==> src/rtl/mtrap_pkg.sv <==
package mtrap_pkg;

    localparam int unsigned XLEN  = 32;
    localparam int unsigned IRQ_N = 3;

    localparam logic [11:0] ADDR_STATUS  = 12'h300;
    localparam logic [11:0] ADDR_ISA     = 12'h301;
    localparam logic [11:0] ADDR_IE      = 12'h304;
    localparam logic [11:0] ADDR_TVEC    = 12'h305;
    localparam logic [11:0] ADDR_SCRATCH = 12'h340;
    localparam logic [11:0] ADDR_EPC     = 12'h341;
    localparam logic [11:0] ADDR_CAUSE   = 12'h342;
    localparam logic [11:0] ADDR_TVAL    = 12'h343;
    localparam logic [11:0] ADDR_IP      = 12'h344;
    localparam logic [11:0] ADDR_VENDOR  = 12'hF11;
    localparam logic [11:0] ADDR_ARCH    = 12'hF12;
    localparam logic [11:0] ADDR_IMPL    = 12'hF13;

    localparam logic [XLEN-1:0] STATUS_KEEP = 32'h0000_1888;
    localparam int unsigned     CAUSE_ILLEGAL = 2;

    // Interrupt slot i in priority order: 0 external, 1 software, 2 timer.
    // The cause code equals the bit position in the enable/pending words.
    function automatic int unsigned irq_code(input int unsigned idx);
        case (idx)
            0:       return 11;
            1:       return 3;
            default: return 7;
        endcase
    endfunction

    function automatic logic [XLEN-1:0] irq_to_word(input logic [IRQ_N-1:0] v);
        logic [XLEN-1:0] w;
        w = '0;
        for (int i = 0; i < IRQ_N; i++) w[irq_code(i)] = v[i];
        return w;
    endfunction

    function automatic logic [IRQ_N-1:0] word_to_irq(input logic [XLEN-1:0] w);
        logic [IRQ_N-1:0] v;
        for (int i = 0; i < IRQ_N; i++) v[i] = w[irq_code(i)];
        return v;
    endfunction

    typedef struct packed {
        logic       gie;
        logic       saved_ie;
        logic [1:0] prev_priv;
    } status_t;

    typedef struct packed {
        status_t         st;
        logic [IRQ_N-1:0] ie;
        logic [XLEN-1:0] tvec;
        logic [XLEN-1:0] scratch;
        logic [XLEN-1:0] epc;
        logic [XLEN-1:0] cause;
        logic [XLEN-1:0] tval;
        logic [XLEN-1:0] fault;
    } csr_state_t;

endpackage

==> src/rtl/mtrap_irq_select.sv <==
module mtrap_irq_select
    import mtrap_pkg::*;
#(
    parameter int unsigned N       = IRQ_N,
    parameter int unsigned CAUSE_W = 5
) (
    input  logic [N-1:0]       pend,
    input  logic [N-1:0]       ena,
    input  logic               glb_en,
    output logic               take,
    output logic [CAUSE_W-1:0] cause
);
    logic [N-1:0] req;
    logic [N-1:0] grant;
    logic [N:0]   seen;

    assign req     = pend & ena & {N{glb_en}};
    assign seen[0] = 1'b0;

    for (genvar g = 0; g < N; g++) begin : g_prio
        assign grant[g]  = req[g] & ~seen[g];
        assign seen[g+1] = seen[g] | req[g];
    end

    always_comb begin
        cause = '0;
        for (int i = 0; i < N; i++)
            if (grant[i]) cause = cause | CAUSE_W'(irq_code(i));
    end

    assign take = seen[N];

    always_comb begin
        assert_grant_single_R3: assert ($onehot0(grant));
    end
endmodule

==> src/rtl/mtrap_vector_calc.sv <==
module mtrap_vector_calc
    import mtrap_pkg::*;
#(
    parameter int unsigned CAUSE_W = 5
) (
    input  logic [XLEN-1:0]    tvec,
    input  logic               is_irq,
    input  logic [CAUSE_W-1:0] cause,
    output logic [XLEN-1:0]    target
);
    localparam logic [1:0] MODE_VECTORED = 2'b01;

    logic [XLEN-1:0] base;
    logic [XLEN-1:0] offset;

    assign base   = {tvec[XLEN-1:2], 2'b00};
    assign offset = XLEN'(cause) << 2;
    assign target = (is_irq && tvec[1:0] == MODE_VECTORED) ? base + offset : base;
endmodule

==> src/rtl/mtrap_csr_unit.sv <==
module mtrap_csr_unit
    import mtrap_pkg::*;
#(
    parameter int unsigned     CAUSE_W    = 5,
    parameter logic [XLEN-1:0] VENDOR_ID  = 32'h0000_0669,
    parameter logic [XLEN-1:0] ARCH_ID    = 32'h8000_0003,
    parameter logic [XLEN-1:0] IMPL_ID    = 32'h0000_0001,
    parameter logic [XLEN-1:0] ISA_VALUE  = 32'h4000_1104,
    parameter logic [XLEN-1:0] RESET_TVEC = 32'h0000_0000
) (
    input  logic               clk,
    input  logic               rst_n,
    input  logic [1:0]         priv_lvl,
    input  logic               exc_valid,
    input  logic [CAUSE_W-1:0] exc_cause,
    input  logic [XLEN-1:0]    exc_pc,
    input  logic [XLEN-1:0]    exc_instr,
    input  logic               fault_valid,
    input  logic [XLEN-1:0]    fault_addr,
    input  logic [XLEN-1:0]    next_pc,
    input  logic               irq_software,
    input  logic               irq_timer,
    input  logic               irq_external,
    input  logic               mret,
    input  logic               csr_we,
    input  logic [11:0]        csr_addr,
    input  logic [XLEN-1:0]    csr_wdata,
    output logic [XLEN-1:0]    csr_rdata,
    output logic               trap_taken,
    output logic [XLEN-1:0]    trap_pc,
    output logic [XLEN-1:0]    ret_pc
);
    localparam int unsigned PAD_W    = XLEN - 1 - CAUSE_W;
    localparam logic [1:0]  PRIV_TOP = 2'b11;

    csr_state_t state_q, state_d;

    logic [IRQ_N-1:0]   pend;
    logic               gie_eff;
    logic               glb_en;
    logic               irq_take;
    logic [CAUSE_W-1:0] irq_cause;
    logic               irq_taken;
    logic [CAUSE_W-1:0] trap_cause;
    logic [XLEN-1:0]    fault_now;

    assign pend    = {irq_timer, irq_software, irq_external};
    assign gie_eff = mret ? state_q.st.saved_ie : state_q.st.gie;
    assign glb_en  = (priv_lvl != PRIV_TOP) || gie_eff;

    mtrap_irq_select #(
        .N       (IRQ_N),
        .CAUSE_W (CAUSE_W)
    ) u_irq_select (
        .pend   (pend),
        .ena    (state_q.ie),
        .glb_en (glb_en),
        .take   (irq_take),
        .cause  (irq_cause)
    );

    assign irq_taken  = irq_take & ~exc_valid;
    assign trap_taken = exc_valid | irq_taken;
    assign trap_cause = exc_valid ? exc_cause : irq_cause;
    assign fault_now  = fault_valid ? fault_addr : state_q.fault;

    mtrap_vector_calc #(
        .CAUSE_W (CAUSE_W)
    ) u_vector_calc (
        .tvec   (state_q.tvec),
        .is_irq (irq_taken),
        .cause  (trap_cause),
        .target (trap_pc)
    );

    assign ret_pc = state_q.epc;

    // next-state logic
    always_comb begin
        state_d = state_q;

        if (fault_valid) state_d.fault = fault_addr;

        if (csr_we) begin
            case (csr_addr)
                ADDR_STATUS: begin
                    state_d.st.gie       = csr_wdata[3];
                    state_d.st.saved_ie  = csr_wdata[7];
                    state_d.st.prev_priv = csr_wdata[12:11];
                end
                ADDR_IE:      state_d.ie      = word_to_irq(csr_wdata);
                ADDR_TVEC:    state_d.tvec    = csr_wdata;
                ADDR_SCRATCH: state_d.scratch = csr_wdata;
                ADDR_EPC:     state_d.epc     = csr_wdata;
                ADDR_CAUSE:   state_d.cause   = csr_wdata;
                ADDR_TVAL:    state_d.tval    = csr_wdata;
                default: ;
            endcase
        end

        if (exc_valid) begin
            state_d.epc   = exc_pc;
            state_d.cause = {1'b0, {PAD_W{1'b0}}, exc_cause};
            if (exc_cause == CAUSE_W'(CAUSE_ILLEGAL)) begin
                state_d.tval = (exc_instr[1:0] == 2'b11) ? exc_instr
                                                         : {16'h0000, exc_instr[15:0]};
            end else begin
                state_d.tval  = fault_now;
                state_d.fault = '0;
            end
            state_d.st.saved_ie  = state_q.st.gie;
            state_d.st.gie       = 1'b0;
            state_d.st.prev_priv = PRIV_TOP;
        end else if (irq_taken) begin
            state_d.epc          = mret ? state_q.epc : next_pc;
            state_d.cause        = {1'b1, {PAD_W{1'b0}}, irq_cause};
            state_d.st.saved_ie  = gie_eff;
            state_d.st.gie       = 1'b0;
            state_d.st.prev_priv = PRIV_TOP;
        end else if (mret) begin
            state_d.st.gie      = state_q.st.saved_ie;
            state_d.st.saved_ie = 1'b1;
        end
    end

    always_ff @(posedge clk or negedge rst_n) begin
        if (!rst_n) begin
            state_q      <= '0;
            state_q.tvec <= RESET_TVEC;
        end else begin
            state_q <= state_d;
        end
    end

    // read port
    always_comb begin
        case (csr_addr)
            ADDR_STATUS:  csr_rdata = {19'b0, state_q.st.prev_priv, 3'b0,
                                       state_q.st.saved_ie, 3'b0, state_q.st.gie, 3'b0};
            ADDR_ISA:     csr_rdata = ISA_VALUE;
            ADDR_IE:      csr_rdata = irq_to_word(state_q.ie);
            ADDR_IP:      csr_rdata = irq_to_word(pend);
            ADDR_TVEC:    csr_rdata = state_q.tvec;
            ADDR_SCRATCH: csr_rdata = state_q.scratch;
            ADDR_EPC:     csr_rdata = state_q.epc;
            ADDR_CAUSE:   csr_rdata = state_q.cause;
            ADDR_TVAL:    csr_rdata = state_q.tval;
            ADDR_VENDOR:  csr_rdata = VENDOR_ID;
            ADDR_ARCH:    csr_rdata = ARCH_ID;
            ADDR_IMPL:    csr_rdata = IMPL_ID;
            default:      csr_rdata = '0;
        endcase
    end

    // assertions
    assert_status_rsvd_zero_R1: assert property (@(posedge clk) disable iff (!rst_n)
        (csr_addr == ADDR_STATUS) |-> ((csr_rdata & ~STATUS_KEEP) == '0));

    assert_irq_gate_R4: assert property (@(posedge clk) disable iff (!rst_n)
        (priv_lvl == PRIV_TOP && !state_q.st.gie && !mret && !exc_valid) |-> !trap_taken);

    assert_exc_epc_R5: assert property (@(posedge clk) disable iff (!rst_n)
        exc_valid |=> (state_q.epc == $past(exc_pc)));

    assert_trap_entry_R8: assert property (@(posedge clk) disable iff (!rst_n)
        trap_taken |=> (!state_q.st.gie && state_q.st.prev_priv == PRIV_TOP));

    assert_ret_saved_set_R10: assert property (@(posedge clk) disable iff (!rst_n)
        (mret && !trap_taken) |=> state_q.st.saved_ie);

    assert_vendor_ro_R11: assert property (@(posedge clk) disable iff (!rst_n)
        (csr_addr == ADDR_VENDOR) |-> (csr_rdata == VENDOR_ID));
endmodule

==> config.mk <==
export PLATFORM = sky130hd
export DESIGN_NAME = mtrap_csr_unit
export DESIGN_NICKNAME = d
export VERILOG_FILES = /design/src/rtl/mtrap_pkg.sv /design/src/rtl/mtrap_irq_select.sv /design/src/rtl/mtrap_vector_calc.sv /design/src/rtl/mtrap_csr_unit.sv
export SDC_FILE = /design/constraint.sdc
export NUM_CORES = 1
export LEC_CHECK = 0
export ABC_AREA = 1
export BUFFER_PORTS_ARGS = -buffer_cell sky130_fd_sc_hd__buf_2
export CAP_MARGIN = 15
export CORE_MARGIN = 2
export CORE_UTILIZATION = 50
export DETAILED_ROUTE_END_ITERATION = 10
export HOLD_SLACK_MARGIN = 0.06
export PLACE_DENSITY = 0.78
export SYNTH_ARGS = -nofsm -noshare
export SYNTH_HDL_FRONTEND = slang
export SYNTH_SLANG_ARGS = --single-unit
==> constraint.sdc <==
create_clock -name clk -period 6.6 [get_ports clk]
set_input_delay 0.33 -clock clk [delete_from_list [all_inputs] [get_ports clk]]
set_output_delay 0.33 -clock clk [all_outputs]
set_load 0.01 [all_outputs]
Yosys cells after proc, flatten, opt, wreduce, memory -nomap -nowiden
Index checks and enable logic that the tools add are counted.
{"block": "totals", "register_bits": 199, "input_bits": 188, "elab_cells": 142}
{"block": "op_classes", "add_sub_neg": 1, "order_cmp": 15, "n_eq_ne": 17, "n_mux": 60, "n_bitwise": 15, "n_reduce_logical": 24}
{"operator": "32-bit 2-to-1 mux", "count": 20}
{"operator": "32-bit case mux with 12 select lines", "count": 1}
{"operator": "32-bit by 6-bit less-than comparator with 1-bit output, second input constant", "count": 9}
{"operator": "32-bit by 1-bit greater-or-equal comparator with 1-bit output, second input constant", "count": 6}
{"operator": "64-bit 2-to-1 mux", "count": 3}
{"operator": "167-bit 2-to-1 mux", "count": 1}
{"operator": "32-bit bitwise mux", "count": 4}
{"operator": "12-bit by 10-bit == test with 1-bit output, second input constant", "count": 9}
{"operator": "32-bit AND", "count": 2}
{"operator": "12-bit == test, second input constant", "count": 3}
{"operator": "32-bit by 7-bit adder with 32-bit output", "count": 1}
{"operator": "1-bit demux with 5-bit select", "count": 6}
{"operator": "5-bit 2-to-1 mux", "count": 5}
{"operator": "1-bit binary-select mux with 5-bit select", "count": 3}
{"operator": "2-bit AND reduction", "count": 7}
{"operator": "4-bit 2-to-1 mux", "count": 3}
{"operator": "3-bit nonzero test", "count": 4}
{"operator": "1-bit 2-to-1 mux", "count": 10}
{"operator": "5-bit bitwise OR", "count": 2}
{"operator": "4-bit nonzero test", "count": 2}
{"operator": "1-bit logical AND", "count": 7}
{"operator": "3-bit AND", "count": 2}
{"operator": "2-bit 2-to-1 mux", "count": 3}
{"operator": "5-bit by 2-bit == test with 1-bit output, second input constant", "count": 1}
{"operator": "other kinds (11)", "count": 18}

Longest topological paths before layout
{"block": "logic_depth", "word_depth": 13, "ltp_mapped": 20}

Modules after synthesis
From an unflattened synthesis, not the netlist that was laid out.
{"block": "hier_totals", "cells_unflattened": 1847, "area_unflattened_um2": 12529.5}
{"module": "mtrap_csr_unit", "n_inst": 1, "cells_per_inst": 1615, "area_each_um2": 11288.3, "seq_area_each_um2": 4979.8}
{"module": "mtrap_vector_calc", "n_inst": 1, "cells_per_inst": 221, "area_each_um2": 1186.1, "seq_area_each_um2": 0.0}
{"module": "mtrap_irq_select", "n_inst": 1, "cells_per_inst": 11, "area_each_um2": 55.1, "seq_area_each_um2": 0.0}

Worst setup path after synthesis
Ideal clock, no wire load.
{"block": "synth_path", "kind": "reg-to-output", "start": "reg state_q[198] in the netlist's numbering", "end": "out trap_pc[22]", "arrival_ns": 2.526, "required_ns": 6.270, "setup_slack_ns": 3.744, "stages_incl_launch_ff": 20, "path_buffers": 0, "cell_sequence": "dfrtp_1 > nand2_1 > nand3_2 > o21ai_2 > nand2_4 > inv_1 > a21oi_1 > ha_1 > inv_1 > fa_1 > inv_1 > nand3_1 > nand2_1 > nand2_1 > nand2_1 > nand2_1 > nor2_1 > nand2_1 > nand2_1 > nand2_1"}
{"block": "synth_via", "elab_chain_cells": 11}
{"item": "start: declaration", "line": "mtrap_csr_unit.sv:36", "text": "csr_state_t state_q, state_d;"}
{"item": "start signal: assignment", "line": "mtrap_csr_unit.sv:131", "text": "state_q <= state_d;"}
{"item": "1-bit 2-to-1 mux *", "line": "mtrap_csr_unit.sv:48", "text": "assign gie_eff = mret ? state_q.st.saved_ie : state_q.st.gie;"}
{"item": "1-bit logical OR *", "line": "mtrap_csr_unit.sv:49", "text": "assign glb_en = (priv_lvl != PRIV_TOP) || gie_eff;"}
{"item": "3-bit AND *", "line": "mtrap_irq_select.sv:17", "text": "assign req = pend & ena & {N{glb_en}};"}
{"item": "4-bit 2-to-1 mux or 1-bit NOT (tied branches)", "line": "mtrap_irq_select.sv:28, mtrap_irq_select.sv:21"}
{"item": "5-bit bitwise OR or 1-bit AND (tied branches)", "line": "mtrap_irq_select.sv:28, mtrap_irq_select.sv:21"}
{"item": "5-bit 2-to-1 mux", "line": "mtrap_irq_select.sv:28", "text": "if (grant[i]) cause = cause | CAUSE_W'(irq_code(i));"}
{"item": "5-bit bitwise OR", "line": "mtrap_irq_select.sv:28"}
{"item": "5-bit 2-to-1 mux", "line": "mtrap_irq_select.sv:28"}
{"item": "5-bit 2-to-1 mux", "line": "mtrap_csr_unit.sv:64", "text": "assign trap_cause = exc_valid ? exc_cause : irq_cause;"}
{"item": "32-bit by 7-bit adder with 32-bit output", "line": "mtrap_vector_calc.sv:18", "text": "assign target = (is_irq && tvec[1:0] == MODE_VECTORED) ? base + offset : base;"}
{"item": "32-bit 2-to-1 mux *", "line": "mtrap_vector_calc.sv:18"}
{"item": "end: declaration", "line": "mtrap_csr_unit.sv:30", "text": "output logic [XLEN-1:0] trap_pc,"}
Every way passes the cells marked *; elsewhere a longest branch is shown, timed or not.

Worst setup path after layout
Same ends and word-level chain as after synthesis.

==> results.toml <==
[pwr]
power_frac_comb_pct = 13.1
power_leakage_nw = 7.65
ir_worst_vdd_v = 0.000151
pwr-share-seq_pct = 49.0
clkPwrFrac_pct = 37.9
p_int_w = 0.00191
powerDensity_nw_per_um2 = 193
switchingPower_w = 0.000812
p_sw_share_pct = 29.8

[grt]
gr-usage-all-layers_pct = 34.8
grt_pass1_wl_um = 69200
antenna_found_initial = 0
grt_max_degree = 128
gr-total-overflow = 0
grt_pass1_vias = 12000

[setup_path]
start_kind = "flop"
critPathRequiredTime_ps = 6270
worstSetupPathType = "flop to output port"
critPathMostFrequentCell = "nand2_1"
crit_buf_inv = 5
crit_family = "simple AND/OR/NAND/NOR gates"
worst-r2r-setup-slack_ps = 3860
critPathMaxFanout = 35
cp_slowest_cell = "fa_1"
crit_chain = "nand2_1 -> nand3_2 -> o21ai_4 -> buf_4 -> nand2_4 -> inv_1 -> a21oi_1 -> ha_1 -> inv_1 -> fa_1 -> inv_1 -> nand3_1 -> nand2_1 -> nand2_1 -> nand2_1 -> nand2_1 -> nor2_1 -> nand2_1 -> nand2_1 -> nand2_1 -> buf_2"
cp-end-kind = "output port"
cp_slowest_stage_delay_ps = 440
arrival_ps = 3840

[timing]
worst_slew_pin_slew_ps = 1140
finalWorstSetupSlack_ps = 2430
timing_hold_violations_final = 0
setup_tns_ps = 0
max_slew_margin_pct = 23.6
slew_violations = 0
fmax_mhz = 240
setup_viol = 0
rsz0062_at_grt = "no"
fin_crit_ps = 4170
post-route-period-util_pct = 63.1
fin_worst_skew_ps = 15.3

[drt]
drc = 0
final_antenna_net_count = 0
vias_per_cell = 5.66
drt_pass1_iterations = 6
drt-wirelength-per-cell_um = 19.0
dr_total_vias = 13300
wl_um = 44900
drt_iter0_drc = 1819

[layout]
layout_commonest_cell = "nand2_1"
regArea_um2 = 4980
most-common-layout-cells = "741 x nand2_1, 281 x buf_2, 199 x dfrtp_1"
fillers = 2323
nets = 2216
multi_input_area_um2 = 6050
syn_to_final_growth_pct = 15.3
diodes = 0
fin_util_pct = 58.3
drive_gt1_share_pct = 17.3

[placed_design]
pre_cts_slack_ps = 2490
gp_congestion = 0.980
io_buffer_count = 282
hpwl_um = 32400

[synth]
yosysSeqAreaShare_pct = 40.7
synth_warnings = 0
ys_types = 36
syn-mean-instance-area_um2 = 6.70
yosysTopAreaCell = "dfrtp_1"
synth_area_leaders = "dfrtp_1 41%, nand2_1 23%, nand3_1 7.5%"
syn_area_um2 = 12200
async_flop_share_pct = 100
synthCells = 1824
ys_ff_latch = 199
ys.flop_type = "dfrtp_1"
synth_top_area_share_pct = 40.7
synth_edf_count = 0

[floorplan]
fp.dieArea_um2 = 25700
core_area_um2 = 24200
die_h_um = 160
pin_count = 285
rows = 57
start_util_pct = 50.6
dieWidth_um = 160

[clock_tree]
cts_tree = "done"
post_cts_buffers = 0
cts_buffers = 17
clock_sinks = 199
clk_pin_slew_worst_paths_ps = 90
clock_latency_ps = 460
cts_resized = 0
cts_hold_buf = 0
htreeDepth = 4
cts.path.max_buffers = 2
root_buffer = "clkbuf_16"

[run]
drv_cap = 0

[run_status]
status = "complete, no violations"

[min_path]
holdCritPathClass = "primary input to asynchronous set/reset pin"
final timing paths:
path,startpoint,cells after the start,to
max,state_q[198],21,trap_pc[22]
min reg2reg,state_q[34],2,state_q[34]
min in group clk,exc_instr[25],3,state_q[57]
max reg2reg,state_q[197],8,state_q[70]
max in group asynchronous,rst_n,2,state_q[130]
min,rst_n,1,ret_pc[10]
flip-flops by register name, indices dropped and copies added (netlist names):
| signal | flops |
|---|---|
| state_q | 167 |
| ret_pc | 32 |
stage by stage:
step	total power [W]	instance area, um^2	hold WS (ps)	std cells
floorplan	0.00155	12200	34.4	1825
global placement	0.00170	13500	460	2325
detailed placement	0.00171	13500	463	2325
CTS	0.00272	14100	88.6	2356
global route	0.00282	14100	106	2358
finish	0.00272	14100	28.6	2358
Yosys cell counts (2+ instances only):
| library cell | number |
|---|---|
| nand2_1 | 742 |
| dfrtp_1 | 199 |
| nand3_1 | 184 |
| o21ai_0 | 147 |
| inv_1 | 143 |
| nor2_1 | 124 |
| clkbuf_1 | 42 |
| a21oi_1 | 37 |
| buf_4 | 35 |
| buf_2 | 34 |
| o21ai_1 | 29 |
| nand4_1 | 18 |
| mux2i_1 | 16 |
| o22ai_1 | 15 |
| nand3b_1 | 6 |
| nor2_2 | 6 |
| buf_6 | 5 |
| ha_1 | 5 |
| nor2_4 | 5 |
| xor2_1 | 5 |
| buf_1 | 3 |
| inv_2 | 3 |
| o211ai_1 | 3 |
| and2_1 | 2 |
| nand2_4 | 2 |
| nor3_1 | 2 |
| or2_2 | 2 |
| xnor2_1 | 2 |
cells by family after synthesis:
family	Yosys count	synth area share, %
adder cells (fa/ha/maj)	6	0.676
multiplexers	16	1.31
buffers and inverters	266	9.92
other	1	0.0307
XOR/XNOR	7	0.502
AO/OA/AOI/OAI	233	9.88
AND/OR/NAND/NOR	1096	36.9
flip-flops	199	40.7
power groups by stage:
stage | clock network (W) | registers, W | logic, W
after global placement | 0 | 0.00135 | 0.000345
final | 0.00103 | 0.00133 | 0.000356
after global routing | 0.00108 | 0.00134 | 0.000394
after CTS | 0.00104 | 0.00133 | 0.000352
after floorplan | 0 | 0.00134 | 0.000212
after detailed placement | 0 | 0.00136 | 0.000350
area by class of cell:
cell class,count,share of cell area (%)
Tap cell,324,2.88
Inverter,147,3.93
Clock buffer,18,3.05
Multi-Input combinational cell,1360,42.9
Timing Repair Buffer,297,11.0
Sequential cell,199,35.3
Clock inverter,13,0.932
per-layer routing:
metal	GRT usage [%]	vias up	part of all wire, %
met5	0	-	0
met4	11.0	0	3.2
met3	5.40	102	11
met2	51.7	797	43
met1	52.4	6276	43
li1	-	6165	-
(Power assumes the default switching activity.)
